**src/rtl/i2c_rb_pkg.sv**
```systemverilog
package i2c_rb_pkg;
  localparam int NREG  = 10;
  localparam int IDX_W = 4;
  localparam int EVT_W = 5;

  localparam int IDX_CLK_STD = 0;
  localparam int IDX_CLK_HS  = 1;
  localparam int IDX_CFG     = 2;
  localparam int IDX_CMD     = 3;
  localparam int IDX_TADDR   = 4;
  localparam int IDX_DLO     = 5;
  localparam int IDX_DHI     = 6;
  localparam int IDX_STS     = 7;
  localparam int IDX_MSK     = 8;
  localparam int IDX_BUSY    = 9;

  localparam logic [31:0] TIMING_RST = 32'h0000_301F;
  localparam logic [31:0] CFG_RST    = 32'h0000_3302;

  function automatic logic [31:0] word_mask(int idx);
    case (idx)
      IDX_CLK_STD, IDX_CLK_HS: return 32'h0000_F3FF;
      IDX_CFG:                 return 32'h0000_FFF3;
      IDX_CMD:                 return 32'h0000_0377;
      IDX_TADDR:               return 32'h0000_03FF;
      IDX_DLO, IDX_DHI:        return 32'hFFFF_FFFF;
      IDX_STS, IDX_MSK:        return 32'h0000_001F;
      default:                 return 32'h0;
    endcase
  endfunction

  function automatic logic [31:0] word_reset(int idx);
    case (idx)
      IDX_CLK_STD, IDX_CLK_HS: return TIMING_RST;
      IDX_CFG:                 return CFG_RST;
      default:                 return 32'h0;
    endcase
  endfunction

  // status update: drop written ones, then add completion flags
  function automatic logic [EVT_W-1:0] next_status(logic [EVT_W-1:0] cur,
                                                   logic [EVT_W-1:0] clr,
                                                   logic [EVT_W-1:0] set);
    return (cur & ~clr) | set;
  endfunction
endpackage

```
**src/rtl/i2c_rb_field.sv**
```systemverilog
module i2c_rb_field #(
  parameter logic [31:0] RST     = 32'h0,
  parameter logic [31:0] MASK    = 32'hFFFF_FFFF,
  parameter bit          HW_LOAD = 1'b0
) (
  input  logic        clk,
  input  logic        rst_n,
  input  logic        we,
  input  logic [31:0] wdata,
  input  logic        hw_ld,
  input  logic [31:0] hw_data,
  output logic [31:0] q
);
  always_ff @(posedge clk or negedge rst_n) begin
    if (!rst_n)              q <= RST & MASK;
    else if (HW_LOAD && hw_ld) q <= hw_data & MASK;
    else if (we)             q <= wdata & MASK;
  end
endmodule

```
**src/rtl/i2c_rb_launch.sv**
```systemverilog
module i2c_rb_launch (
  input  logic       clk,
  input  logic       rst_n,
  input  logic       cmd_wr,
  input  logic [9:0] cmd_wdata,
  input  logic       eng_done,
  output logic [9:0] cmd_q,
  output logic       busy,
  output logic       start,
  output logic       cmd_accept
);
  assign cmd_accept = cmd_wr && !busy;

  always_ff @(posedge clk or negedge rst_n) begin
    if (!rst_n) begin
      cmd_q <= '0;
      busy  <= 1'b0;
      start <= 1'b0;
    end else begin
      start <= cmd_accept;
      if (cmd_accept) begin
        cmd_q <= cmd_wdata & 10'h377;
        busy  <= 1'b1;
      end else if (eng_done) begin
        busy  <= 1'b0;
      end
    end
  end


  start_pulse_chk: assert property (@(posedge clk) disable iff (!rst_n)
    cmd_accept |=> (start && busy));

  start_single_chk: assert property (@(posedge clk) disable iff (!rst_n)
    start |=> !start);

  cmd_hold_chk: assert property (@(posedge clk) disable iff (!rst_n)
    (cmd_wr && busy) |=> ($stable(cmd_q) && !start));
endmodule

```
**src/rtl/i2c_rb_status.sv**
```systemverilog
module i2c_rb_status
  import i2c_rb_pkg::*;
(
  input  logic             clk,
  input  logic             rst_n,
  input  logic             sts_wr,
  input  logic [EVT_W-1:0] sts_wdata,
  input  logic             busy,
  input  logic             eng_done,
  input  logic [3:0]       eng_err,
  input  logic [EVT_W-1:0] msk,
  output logic [EVT_W-1:0] sts,
  output logic             irq
);
  logic             set_evt;
  logic [EVT_W-1:0] set_bits;
  logic [EVT_W-1:0] clr_bits;

  assign set_evt  = eng_done && busy;
  assign set_bits = set_evt ? {eng_err, 1'b1} : '0;
  assign clr_bits = sts_wr ? sts_wdata : '0;

  always_ff @(posedge clk or negedge rst_n) begin
    if (!rst_n) sts <= '0;
    else        sts <= next_status(sts, clr_bits, set_bits);
  end

  assign irq = |(sts & msk);


  done_set_chk: assert property (@(posedge clk) disable iff (!rst_n)
    set_evt |=> (sts[0] && (sts[EVT_W-1:1] & $past(eng_err)) == $past(eng_err)));

  w1c_clear_chk: assert property (@(posedge clk) disable iff (!rst_n)
    (sts_wr && !set_evt) |=> ((sts & $past(sts_wdata)) == '0));

  idle_done_chk: assert property (@(posedge clk) disable iff (!rst_n)
    (eng_done && !busy && !sts_wr) |=> $stable(sts));

  irq_cause_chk: assert property (@(posedge clk) disable iff (!rst_n)
    $rose(irq) |-> ($past(set_evt) || !$stable(msk)));
endmodule

```
**src/rtl/i2c_ctl_regs.sv**
```systemverilog
module i2c_ctl_regs
  import i2c_rb_pkg::*;
(
  input  logic              clk,
  input  logic              rst_n,
  input  logic              reg_sel,
  input  logic              reg_wr,
  input  logic [IDX_W-1:0]  reg_word,
  input  logic [31:0]       reg_wdata,
  output logic [31:0]       reg_rdata,
  output logic              eng_start,
  output logic [1:0]        eng_kind,
  output logic [2:0]        eng_wlen_m1,
  output logic [2:0]        eng_rlen_m1,
  output logic [15:0]       eng_cfg,
  output logic [15:0]       eng_clk_std,
  output logic [15:0]       eng_clk_hs,
  output logic [9:0]        eng_target,
  output logic [63:0]       eng_tx_data,
  input  logic              eng_done,
  input  logic [3:0]        eng_err,
  input  logic              eng_rx_valid,
  input  logic [63:0]       eng_rx_data,
  output logic              irq
);
  logic [31:0]      word_q [NREG];
  logic [NREG-1:0]  word_we;
  logic [9:0]       cmd_q;
  logic             busy;
  logic             cmd_accept;
  logic [EVT_W-1:0] sts;

  always_comb begin
    for (int i = 0; i < NREG; i++)
      word_we[i] = reg_sel && reg_wr && (reg_word == i[IDX_W-1:0]);
  end

  for (genvar g = 0; g < NREG; g++) begin : g_word
    if (g == IDX_CMD) begin : g_cmd
      assign word_q[g] = {22'b0, cmd_q};
    end else if (g == IDX_STS) begin : g_sts
      assign word_q[g] = {{(32-EVT_W){1'b0}}, sts};
    end else if (g == IDX_BUSY) begin : g_busy
      assign word_q[g] = {31'b0, busy};
    end else begin : g_plain
      i2c_rb_field #(
        .RST     (word_reset(g)),
        .MASK    (word_mask(g)),
        .HW_LOAD (g == IDX_DLO || g == IDX_DHI)
      ) u_field (
        .clk     (clk),
        .rst_n   (rst_n),
        .we      (word_we[g]),
        .wdata   (reg_wdata),
        .hw_ld   (eng_rx_valid),
        .hw_data ((g == IDX_DHI) ? eng_rx_data[63:32] : eng_rx_data[31:0]),
        .q       (word_q[g])
      );
    end
  end

  i2c_rb_launch u_launch (
    .clk        (clk),
    .rst_n      (rst_n),
    .cmd_wr     (word_we[IDX_CMD]),
    .cmd_wdata  (reg_wdata[9:0]),
    .eng_done   (eng_done),
    .cmd_q      (cmd_q),
    .busy       (busy),
    .start      (eng_start),
    .cmd_accept (cmd_accept)
  );

  i2c_rb_status u_status (
    .clk       (clk),
    .rst_n     (rst_n),
    .sts_wr    (word_we[IDX_STS]),
    .sts_wdata (reg_wdata[EVT_W-1:0]),
    .busy      (busy),
    .eng_done  (eng_done),
    .eng_err   (eng_err),
    .msk       (word_q[IDX_MSK][EVT_W-1:0]),
    .sts       (sts),
    .irq       (irq)
  );

  always_comb begin
    reg_rdata = '0;
    for (int i = 0; i < NREG; i++)
      if (reg_word == i[IDX_W-1:0]) reg_rdata = word_q[i];
  end

  assign eng_kind    = cmd_q[9:8];
  assign eng_wlen_m1 = cmd_q[6:4];
  assign eng_rlen_m1 = cmd_q[2:0];
  assign eng_cfg     = word_q[IDX_CFG][15:0];
  assign eng_clk_std = word_q[IDX_CLK_STD][15:0];
  assign eng_clk_hs  = word_q[IDX_CLK_HS][15:0];
  assign eng_target  = word_q[IDX_TADDR][9:0];
  assign eng_tx_data = {word_q[IDX_DHI], word_q[IDX_DLO]};


  busy_ro_chk: assert property (@(posedge clk) disable iff (!rst_n)
    (word_we[IDX_BUSY] && !cmd_accept && !eng_done) |=> $stable(busy));

  rx_load_chk: assert property (@(posedge clk) disable iff (!rst_n)
    eng_rx_valid |=> (eng_tx_data == $past(eng_rx_data)));
endmodule

```
**config.mk**
```make
export PLATFORM = sky130hd
export DESIGN_NAME = i2c_ctl_regs
export DESIGN_NICKNAME = d
export VERILOG_FILES = /design/src/rtl/i2c_rb_pkg.sv /design/src/rtl/i2c_rb_field.sv /design/src/rtl/i2c_rb_launch.sv /design/src/rtl/i2c_rb_status.sv /design/src/rtl/i2c_ctl_regs.sv
export SDC_FILE = /design/constraint.sdc
export NUM_CORES = 1
export LEC_CHECK = 0
export CORE_ASPECT_RATIO = 0.5
export CORE_MARGIN = 2
export CORE_UTILIZATION = 47
export CTS_CLUSTER_DIAMETER = 80
export DETAILED_ROUTE_END_ITERATION = 8
export PLACE_DENSITY = 0.93
export SLEW_MARGIN = 10
export SYNTH_ARGS = -nofsm -noshare
export SYNTH_HDL_FRONTEND = slang
export SYNTH_SLANG_ARGS = --single-unit
```
**constraint.sdc**
```tcl
create_clock -name clk -period 3 [get_ports clk]
set_input_delay 0.45 -clock clk [delete_from_list [all_inputs] [get_ports clk]]
set_output_delay 0.45 -clock clk [all_outputs]
set_load 0.02 [all_outputs]
```
# After elaboration in Yosys (flattened, before gate mapping)
# Cells that the tools add are included.
# Widths: inputs -> output; s select.
classes:
  n_mux: 18
  eq_ne: 9
  n_reduce_logical: 18
  addsub: 0
  div_mod_pow: 0
  n_shift: 0
  bitwise: 4
  mul: 0
  magnitude_cmp: 0
ops:
  columns: ["op", "n"]
  rows:
  - ["$mux 32", 13]
  - ["$eq 4x3->1 const B", 4]
  - ["$mux 16", 1]
  - ["$logic_and 1x1->1", 12]
  - ["$and 5x5->5", 2]
  - ["$mux 5", 2]
  - ["$eq 4x2->1 const B", 2]
  - ["$eq 4x4->1 const B", 2]
  - ["$reduce_bool 2->1", 3]
  - ["$not 5->5", 1]
  - ["$or 5x5->5", 1]
  - ["$reduce_or 5->1", 1]
  - ["$eq 4x1->1 const B", 1]
  - ["$logic_not 4->1", 1]
  - ["$mux 1", 2]
  - ["$logic_not 1->1", 1]
totals:
  wordCells: 60
  mem_count: 0
  input_bits: 110
  regBits: 136
  out_inout_bits: 164
  ram_bits: 0
  latchBits: 0
  mem_bits_ro: 0

# Longest topological paths before layout
# Gate-level depths: netlist (run 1).
logic_depth:
  ltp_word: 11
  ltp_mapped: 7
  depth_no_buf: 4

# Cells and area by module
# A second synthesis (run 1) with hierarchy kept.
unflattened:
  hier_cells: 872
  area_unflattened_um2: 8795.9
by_module_without_submodules:
  columns: ["mod", "n_inst", "area_each_um2", "seq_area_each_um2", "cells_per_inst"]
  rows:
  - ["i2c_rb_field (g_word[5].g_plain.u_field ...)", 2, 1515.2, 800.8, 139]
  - ["i2c_ctl_regs", 1, 2167.1, 0.0, 325]
  - ["i2c_rb_field (g_word[0].g_plain.u_field ...)", 2, 666.9, 359.1, 48]
  - ["i2c_rb_field (g_word[2].g_plain.u_field)", 1, 664.4, 356.6, 48]
  - ["i2c_rb_field (g_word[4].g_plain.u_field)", 1, 580.6, 250.2, 44]
  - ["i2c_rb_launch", 1, 417.9, 250.2, 25]
  - ["i2c_rb_field (g_word[8].g_plain.u_field)", 1, 387.9, 125.1, 38]
  - ["i2c_rb_status", 1, 214.0, 125.1, 18]

# Worst setup path after synthesis (run 1)
# Ideal clock, no wire load.
synth_path:
  path_type: "input to output"
  start: "input port reg_word[0]"
  end: "output port reg_rdata[6]"
  path_stages: 5
  arrival_ns: 1.936
  path_buffers: 2
  required_ns: 2.550
  path_slack_ns: 0.614
  path_cell_list: "buf_2 -> nor2b_1 -> clkbuf_1 -> a21oi_1 -> a211oi_1"
synth_between:
  elab_chain_cells: 11
  elab_cells_between_ends: 20
  cone_classes: "eq/ne: 9; mux: 10; reduce/logical: 1"
synth_rtl:
  columns: ["element", "line_no", "source"]
  rows:
  - ["start: declaration", "i2c_ctl_regs.sv:8", "input logic [IDX_W-1:0] reg_word,"]
  - ["$logic_not 4->1", "i2c_ctl_regs.sv:90", "if (reg_word == i[IDX_W-1:0]) reg_rdata = word_q[i];"]
  - ["$mux 16", "i2c_ctl_regs.sv:90", null]
  - ["$mux 32 (8 in series)", "i2c_ctl_regs.sv:90", null]
  - ["$mux 32 *", "i2c_ctl_regs.sv:90", null]
  - ["end: declaration", "i2c_ctl_regs.sv:10", "output logic [31:0] reg_rdata,"]
# Every way passes the cells marked *; elsewhere a longest branch is shown, timed or not.

# Worst setup path in the final report (run 1)
layout_path:
  start: "input port reg_word[0]"
  end: "output port reg_rdata[24]"
layout_between:
  elab_chain_cells: 9
  elab_cells_between_ends: 16
  cone_classes: "eq/ne: 8; mux: 8"
layout_rtl:
  columns: ["element", "line_no"]
  rows:
  - ["$eq 4x2->1", "i2c_ctl_regs.sv:90"]
  - ["$mux 32 (7 in series)", "i2c_ctl_regs.sv:90"]
  - ["$mux 32 *", "i2c_ctl_regs.sv:90"]
# Marked as above.

==> summary.md, run 1 <==
| Metric | Value |
|---|---|
| Die area | `15,600 µm²` |
| Final period util | `97.5%` |
| Htree depth | `4` |
| Core ar. | `14,400 µm²` |
| Cell Chain, Critical Path | `clkdlybuf4s50_1 > buf_12 > nand2b_2 > nor2_2 > buf_12 > a22o_1 > clkdlybuf4s50_1` |
| Sink Count | `136` |
| Max VDD drop | `0.403 mV` |
| Mapped Avg Cell Area | `11.4 µm²` |
| Leakage | `4.44 nW` |
| Clk root buf | `clkbuf_16` |
| Placed Cells | `1,053` |
| Req. time, crit path | `2550 ps` |
| Synth warnings | `0` |
| Pwr per Cell Area | `620 nW/µm²` |
| DRT iter0 DRCs | `430` |
| Final hold vios | `0` |
| Critical path capture point type | `output port` |
| I/O pin count | `274` |
| Mapped Cells | `598` |
| Chip height | `89.3 µm` |
| Place WS | `-133 ps` |
| CP peak stage delay | `610 ps` |
| Layout Nets | `985` |
| DP Wirelength | `17.0 mm` |
| Rows | `31` |
| Clock Latency Late Sink | `410 ps` |
| Total GRT Usage | `30.9%` |
| Startpoint types | `input pin` |
| Post-synth top area share | `42.8%` |
| Avg WL per Cell | `22.5 µm` |
| Mapped Area | `6840 µm²` |
| Final WS setup | `74.8 ps` |
| Synthesis-to-finish area growth | `54.8%` |
| GP Congestion | `0.844` |
| Worst clock skew | `4.12 ps` |
| Cell area after layout | `10,600 µm²` |
| Setup-failing EPs final | `0` |
| Pre-antenna DRT Iters | `5` |
| Die width | `175 µm` |
| FMAX | `0.342 GHz` |
| Clock tree buffer depth | `2` |
| Worst path slowest cell | `clkdlybuf4s50_1` |
| Async set-reset flop share out of synthesis | `100%` |
| Vias per Instance | `5.76` |
| Crit path arrival time | `2480 ps` |
| RSZ-0062 raised after global routing | `no` |
| Max-slew headroom | `59.2%` |
| PortBufs | `267` |
| DRC viols | `0` |
| Placed instance area | `9880 µm²` |
| Top cells by area in the synthesized netlist | `dfrtp_1, mux2i_1, mux2_2` |
| Pin count of the biggest net entering global routing | `69` |
| CTS tree | `built` |
| Routed WL | `24.4 mm` |
| Hold Path Class | `reg2reg` |
| Initial antenna violation count | `2` |
| Post-synth EDFFs | `0` |
| Number of routed nets with antenna violations | `0` |
| Synth Flop Type | `dfrtp_1` |
| Global-route wire length before repair | `36.4 mm` |
| Leading area contributor after synthesis | `dfrtp_1` |
| Post-synthesis sequential area ratio | `50.1%` |
| Worst-path clk slew | `60 ps` |
| Min Tclk post-route | `2930 ps` |
| Final hold slack | `530 ps` |
| Layout cell share with drive strength beyond 1 | `20.4%` |
| Core Util, Final | `73.7%` |
| Worst Tran Pin Value | `611 ps` |
| Slew Limit Fails | `0` |
| Initial Util | `47.6%` |
| Synth Register Bits | `136` |
| TritonCTS Buffers | `17` |
| Critical Path Fanout Max | `22` |
| Crit Path Class | `in2out` |
| Total number of vias | `6,259` |
| Total global routing overflow | `0` |
| Max cap viols | `0` |
| Post-CTS setup buffer count | `0` |
| Status | `complete, no violations` |
| Number of global-route vias before repair | `6,425` |
| Non-Filler Instances | `1,087` |
| Distinct cells, synth | `44` |
## cell usage in the layout, fill, tap and decap left out, types with 19 or more instances in the layout
cell             count
o21ai_0             72
dfrtp_1            117
nand2_1             75
mux2i_1             74
buf_4               33
clkdlybuf4s50_1    247
dfstp_2             19
nor2_1              19
mux2_2              61
## state kept, by name, summed over array words and instances, names as in the netlist
name and count:
g_word.g_plain.u_field.q 121, u_launch.cmd_q 8, u_status.sts 5, u_launch.busy 1, u_launch.start 1
## power breakdown
part           total, W  internal, W  switching (W)  leakage [nW]
Clock           0.00242      0.00159       0.000831         0.335
Combinational   0.00174     0.000897       0.000839          2.45
Sequential      0.00241      0.00214       0.000265          1.66
## routing by layer
layer,global-route usage (%),vias up,routed length [µm]
li1,-,2717,-
met1,37.5,3152,9520
met2,54.4,328,12400
met3,6.93,60,1770
met4,13.9,2,704
met5,0,-,11
## final timing paths
check | to | startpoint | cells after the start | slack [ps]
max | reg_rdata[24] | reg_word[0] | 7 | 70
min | g_word[4].g_plain.u_field.q[7]$_DFFE_PN0P_ | g_word[4].g_plain.u_field.q[7]$_DFFE_PN0P_ | 1 | 530
max reg2reg | u_launch.cmd_q[6]$_DFFE_PN0P_ | u_launch.busy$_DFFE_PN0P_ | 3 | 1350
min reg2reg | g_word[4].g_plain.u_field.q[7]$_DFFE_PN0P_ | g_word[4].g_plain.u_field.q[7]$_DFFE_PN0P_ | 1 | 530
max in group asynchronous | g_word[2].g_plain.u_field.q[8]$_DFFE_PN1P_ | rst_n | 3 | 1590
min in group asynchronous | g_word[8].g_plain.u_field.q[2]$_DFFE_PN0P_ | rst_n | 2 | 560
## layout make-up
cell class	instances	area (µm²)
Timing Repair Buffer	307	3050
Clock inverter	14	246
Inverter	4	15.0
Multi-Input combinational cell	409	3160
Fill cell	934	3770
Clock buffer	18	439
Tap cell	198	248
Sequential cell	136	3430
Antenna cell	1	2.50
## worst max-delay path: cells and delay by family
| family | cells | cell delay (ps) |
|---|---|---|
| AOI/OAI and AO/OA | 1 | 160 |
| and+or+nand+nor | 2 | 420 |
| buffers and inverters | 4 | 1410 |
## cell usage after synthesis, types with 2 or more instances
cell / n
or3_1: 2
a32oi_1: 2
a21oi_1: 11
nand2_1: 75
dfstp_2: 19
buf_4: 6
clkbuf_1: 30
mux2_2: 61
mux2i_1: 74
nand2b_1: 4
mux4_2: 8
a211oi_1: 6
o21ai_0: 72
a32o_1: 4
a221oi_1: 3
a222oi_1: 2
dfrtp_1: 117
a22oi_1: 6
inv_1: 4
o32ai_1: 2
a22o_1: 17
mux2_4: 10
nor2b_1: 3
a31oi_1: 4
buf_6: 3
buf_2: 13
nor2_1: 23
## cells by family (layout without fill, tap and decap cells)
kind of cell	after synthesis	after routing	synth area share, %
other	1	7	0.0548
multiplexers	153	153	25.7
AO/OA/AOI/OAI	133	133	12.2
flip-flops	136	136	50.1
AND/OR/NAND/NOR	117	117	7.56
buffers and inverters	58	343	4.32
## per-stage QoR
| step | setup TNS (ps) | power (W) |
|---|---|---|
| after global placement | -258 | 0.00408 |
| after floorplan | 0 | 0.00317 |
| final | 0 | 0.00656 |
| after CTS | 0 | 0.00657 |
| after detailed placement | -1320 | 0.00414 |
| after global routing | 0 | 0.00678 |
## timing repair
item,in CTS,in global routing
hold endpoints to repair,3,0
hold buffers,1,0
endpoints found under the setup margin,31,21
gates resized for setup,15,6
Power figures use the tool's default switching activity.
==> inputs of run 2 (changes only) <==
--- a/config.mk
+++ b/config.mk
@@ -5,12 +5,13 @@
 export SDC_FILE = /design/constraint.sdc
 export NUM_CORES = 1
 export LEC_CHECK = 0
+export CAP_MARGIN = 20
 export CORE_ASPECT_RATIO = 0.5
-export CORE_MARGIN = 2
 export CORE_UTILIZATION = 47
 export CTS_CLUSTER_DIAMETER = 80
 export DETAILED_ROUTE_END_ITERATION = 8
 export PLACE_DENSITY = 0.93
+export SETUP_SLACK_MARGIN = 0.1
 export SLEW_MARGIN = 10
 export SYNTH_ARGS = -nofsm -noshare
 export SYNTH_HDL_FRONTEND = slang
==> run 2 against run 1 <==
Compared with the run above:
- count of clock-buffer cells in the layout shrank 1
- power down 4.7%
- sequential share of layout area is 0.37 points higher
- utilization is 1.6 points higher
- cell area down 1.1%
- global-route usage rose by 0.38 points
- critical endpoint is now reg_rdata[1]
==> summary.md, run 2 (synthesis gave the netlist of run 1 again) <==
| Metric | Value |
|---|---|
| Clk root buf | `clkbuf_16` |
| Post-CTS setup buffer count | `0 (unchanged)` |
| Worst Tran Pin Value | `741 ps (+130 ps)` |
| Req. time, crit path | `2550 ps (about the same)` |
| TritonCTS Buffers | `17 (unchanged)` |
| Leakage | `4.48 nW (+0.79%)` |
| Most frequent cells in the layout | `clkdlybuf4s50_1, dfrtp_1, nand2_1, mux2i_1, o21ai_0` |
| Initial antenna violation count | `0 (-2)` |
| Max cap viols | `0 (unchanged)` |
| Status | `complete, no violations` |
| FMAX | `0.340 GHz (-0.64%)` |
| Pin count of the biggest net entering global routing | `80 (+16%)` |
| Biggest regs | `g_word.g_plain.u_field.q x121, u_launch.cmd_q x8, u_status.sts x5` |
| Max-slew headroom | `50.6% (-8.7 points)` |
| Critical path capture point type | `output port` |
| R2r setup slk | `1480 ps (+130 ps)` |
| Total GRT Usage | `31.3% (+0.38 points)` |
| PnR Total Power | `0.00625 W (-4.7%)` |
| Setup_tns | `0 ps (unchanged)` |
| Non-Filler Instances | `1,078 (-0.83%)` |
| Sink Count | `136 (unchanged)` |
| Final hold vios | `0 (unchanged)` |
| Final period util | `98.1% (+0.63 points)` |
| Slew Limit Fails | `0 (unchanged)` |
| Largest reg by FF count | `g_word.g_plain.u_field.q` |
| Largest register FFs | `121 (unchanged)` |
| Final hold slack | `59.0 ps (-471 ps)` |
| Clock tree buffer depth | `2 (unchanged)` |
| Critical Path Fanout Max | `6 (-73%)` |
| Chip height | `87.3 µm (-2.2%)` |
| Setup-failing EPs final | `0 (unchanged)` |
| Pwr per Cell Area | `598 nW/µm² (-3.6%)` |
| RSZ-0062 raised after global routing | `yes` |
| Initial Util | `49.2% (+1.6 points)` |
| Layout Nets | `983 (-0.20%)` |
| Vias per Instance | `5.84 (+1.4%)` |
| Crit path arrival time | `2490 ps (about the same)` |
| DP Wirelength | `16.9 mm (-0.69%)` |
| DRT iter0 DRCs | `539 (+25%)` |
| Total global routing overflow | `0 (unchanged)` |
| Synthesis-to-finish area growth | `53.0%` |
| Layout cell share with drive strength beyond 1 | `20.4% (+0.046 points)` |
| Worst clock skew | `4.94 ps (+0.812 ps)` |
| Total number of vias | `6,295 (+0.58%)` |
| Number of global-route vias before repair | `6,497 (+1.1%)` |
| CTS tree | `built` |
| Die width | `173 µm (-1.1%)` |
| I/O pin count | `274 (unchanged)` |
| Antenna cells | `0 (-1)` |
| Clock Latency Late Sink | `410 ps (about the same)` |
| CTS Hold Bufs | `0 (-1)` |
| GP Congestion | `0.912 (+8.0%)` |
| Htree depth | `4 (unchanged)` |
| Placed Cells | `1,046 (-0.66%)` |
| Min Tclk post-route | `2940 ps (+19.0 ps)` |
| DRC viols | `0 (unchanged)` |
| PortBufs | `267 (unchanged)` |
| Worst-path clk slew | `60 ps (about the same)` |
| Routed WL | `23.5 mm (-3.8%)` |
| Max VDD drop | `0.379 mV (-6.1%)` |
| Core ar. | `13,900 µm² (-3.2%)` |
| Most common cell after layout, fill and taps aside | `clkdlybuf4s50_1` |
| Global-route wire length before repair | `36.2 mm (-0.51%)` |
| Rows | `30 (-3.2%)` |
| Crit Path Class | `in2out` |
| Pre-antenna DRT Iters | `5 (unchanged)` |
| Avg WL per Cell | `21.8 µm (-3.0%)` |
| Die area | `15,100 µm² (-3.4%)` |
| Number of routed nets with antenna violations | `0 (unchanged)` |
| Startpoint types | `input pin` |
| Hold Path Class | `in2async` |
| Filler cells | `880 (-5.8%)` |
-- run 2: cell types whose count changed in the layout (fill, tap and decap cells not counted), sizes merged --
cell,before,now
dlymetal6s2s,4,6
clkdlybuf4s50,247,235
dlygate4sd3,1,0
bufinv,6,2
clkinv,7,5
dlygate4sd2,14,23
inv,5,9
clkdlybuf4s15,0,1
buf,41,40
diode,1,0
clkbuf,18,17
clkinvlp,0,3
-- run 2: worst max-delay path, stage by stage --
cell             delay [ps]
clkdlybuf4s50_1         650
and4b_1                 240
a31o_2                  210
a222oi_1                370
a21bo_2                 260
dlygate4sd2_1           310
-- run 2: path summary, 6_finish.rpt --
check,depth (start not counted),to,from
worst max-delay path,6,reg_rdata[1],reg_word[2]
worst min-delay path,1,g_word[8].g_plain.u_field.q[1]$_DFFE_PN0P_,rst_n
worst max register to register,3,u_launch.cmd_q[1]$_DFFE_PN0P_,u_launch.busy$_DFFE_PN0P_
worst min register to register,1,g_word[8].g_plain.u_field.q[4]$_DFFE_PN0P_,g_word[8].g_plain.u_field.q[4]$_DFFE_PN0P_
max in group asynchronous,2,g_word[1].g_plain.u_field.q[13]$_DFFE_PN1P_,rst_n
min in group clk,1,g_word[8].g_plain.u_field.q[4]$_DFFE_PN0P_,g_word[8].g_plain.u_field.q[4]$_DFFE_PN0P_
-- run 2: power breakdown --
group	switching [W]	internal [W]	total (W)
Combinational	0.000836	0.000892	0.00173
Clock	0.000878	0.00124	0.00212
Sequential	0.000266	0.00214	0.00241
-- run 2: area by class of cell --
class	instances	area, µm²	area share, %
clock buffer	17	425	4.07
clock inverter	15	166	1.59
inverter	4	15.0	0.144
multi-input combinational	409	3180	30.4
sequential	136	3430	32.8
tap	192	240	2.30
timing repair buffer	305	3010	28.8
-- run 2: stage by stage --
step	setup slack [ps]	instance area [µm²]	util [%]
2_1_floorplan	614	6860	-
3_3_place_gp	-8.69	9860	71.0
3_5_place_dp	-72.9	9860	71.0
4_1_cts	102	10400	75.0
5_1_grt	25.1	10500	75.3
6_report	55.9	10500	75.3
-- run 2: layer usage --
layer,wire (µm),track usage (%)
met1,9340,37.7
met2,11700,53.6
met3,1640,6.85
met4,838,16.8
met5,0,0
-- run 2: repair_timing --
item,CTS,global route
gates cloned,0,0
gates resized for setup,25,12
endpoints found under the setup margin,31,13
==> inputs of run 3 (changes only) <==
--- a/config.mk
+++ b/config.mk
@@ -12,7 +12,7 @@
 export DETAILED_ROUTE_END_ITERATION = 8
 export PLACE_DENSITY = 0.93
 export SETUP_SLACK_MARGIN = 0.1
-export SLEW_MARGIN = 10
+export SLEW_MARGIN = 20
 export SYNTH_ARGS = -nofsm -noshare
 export SYNTH_HDL_FRONTEND = slang
 export SYNTH_SLANG_ARGS = --single-unit
==> results of run 3 <==
Same layout as run 2: the final DEF is identical, and so are final timing and power.
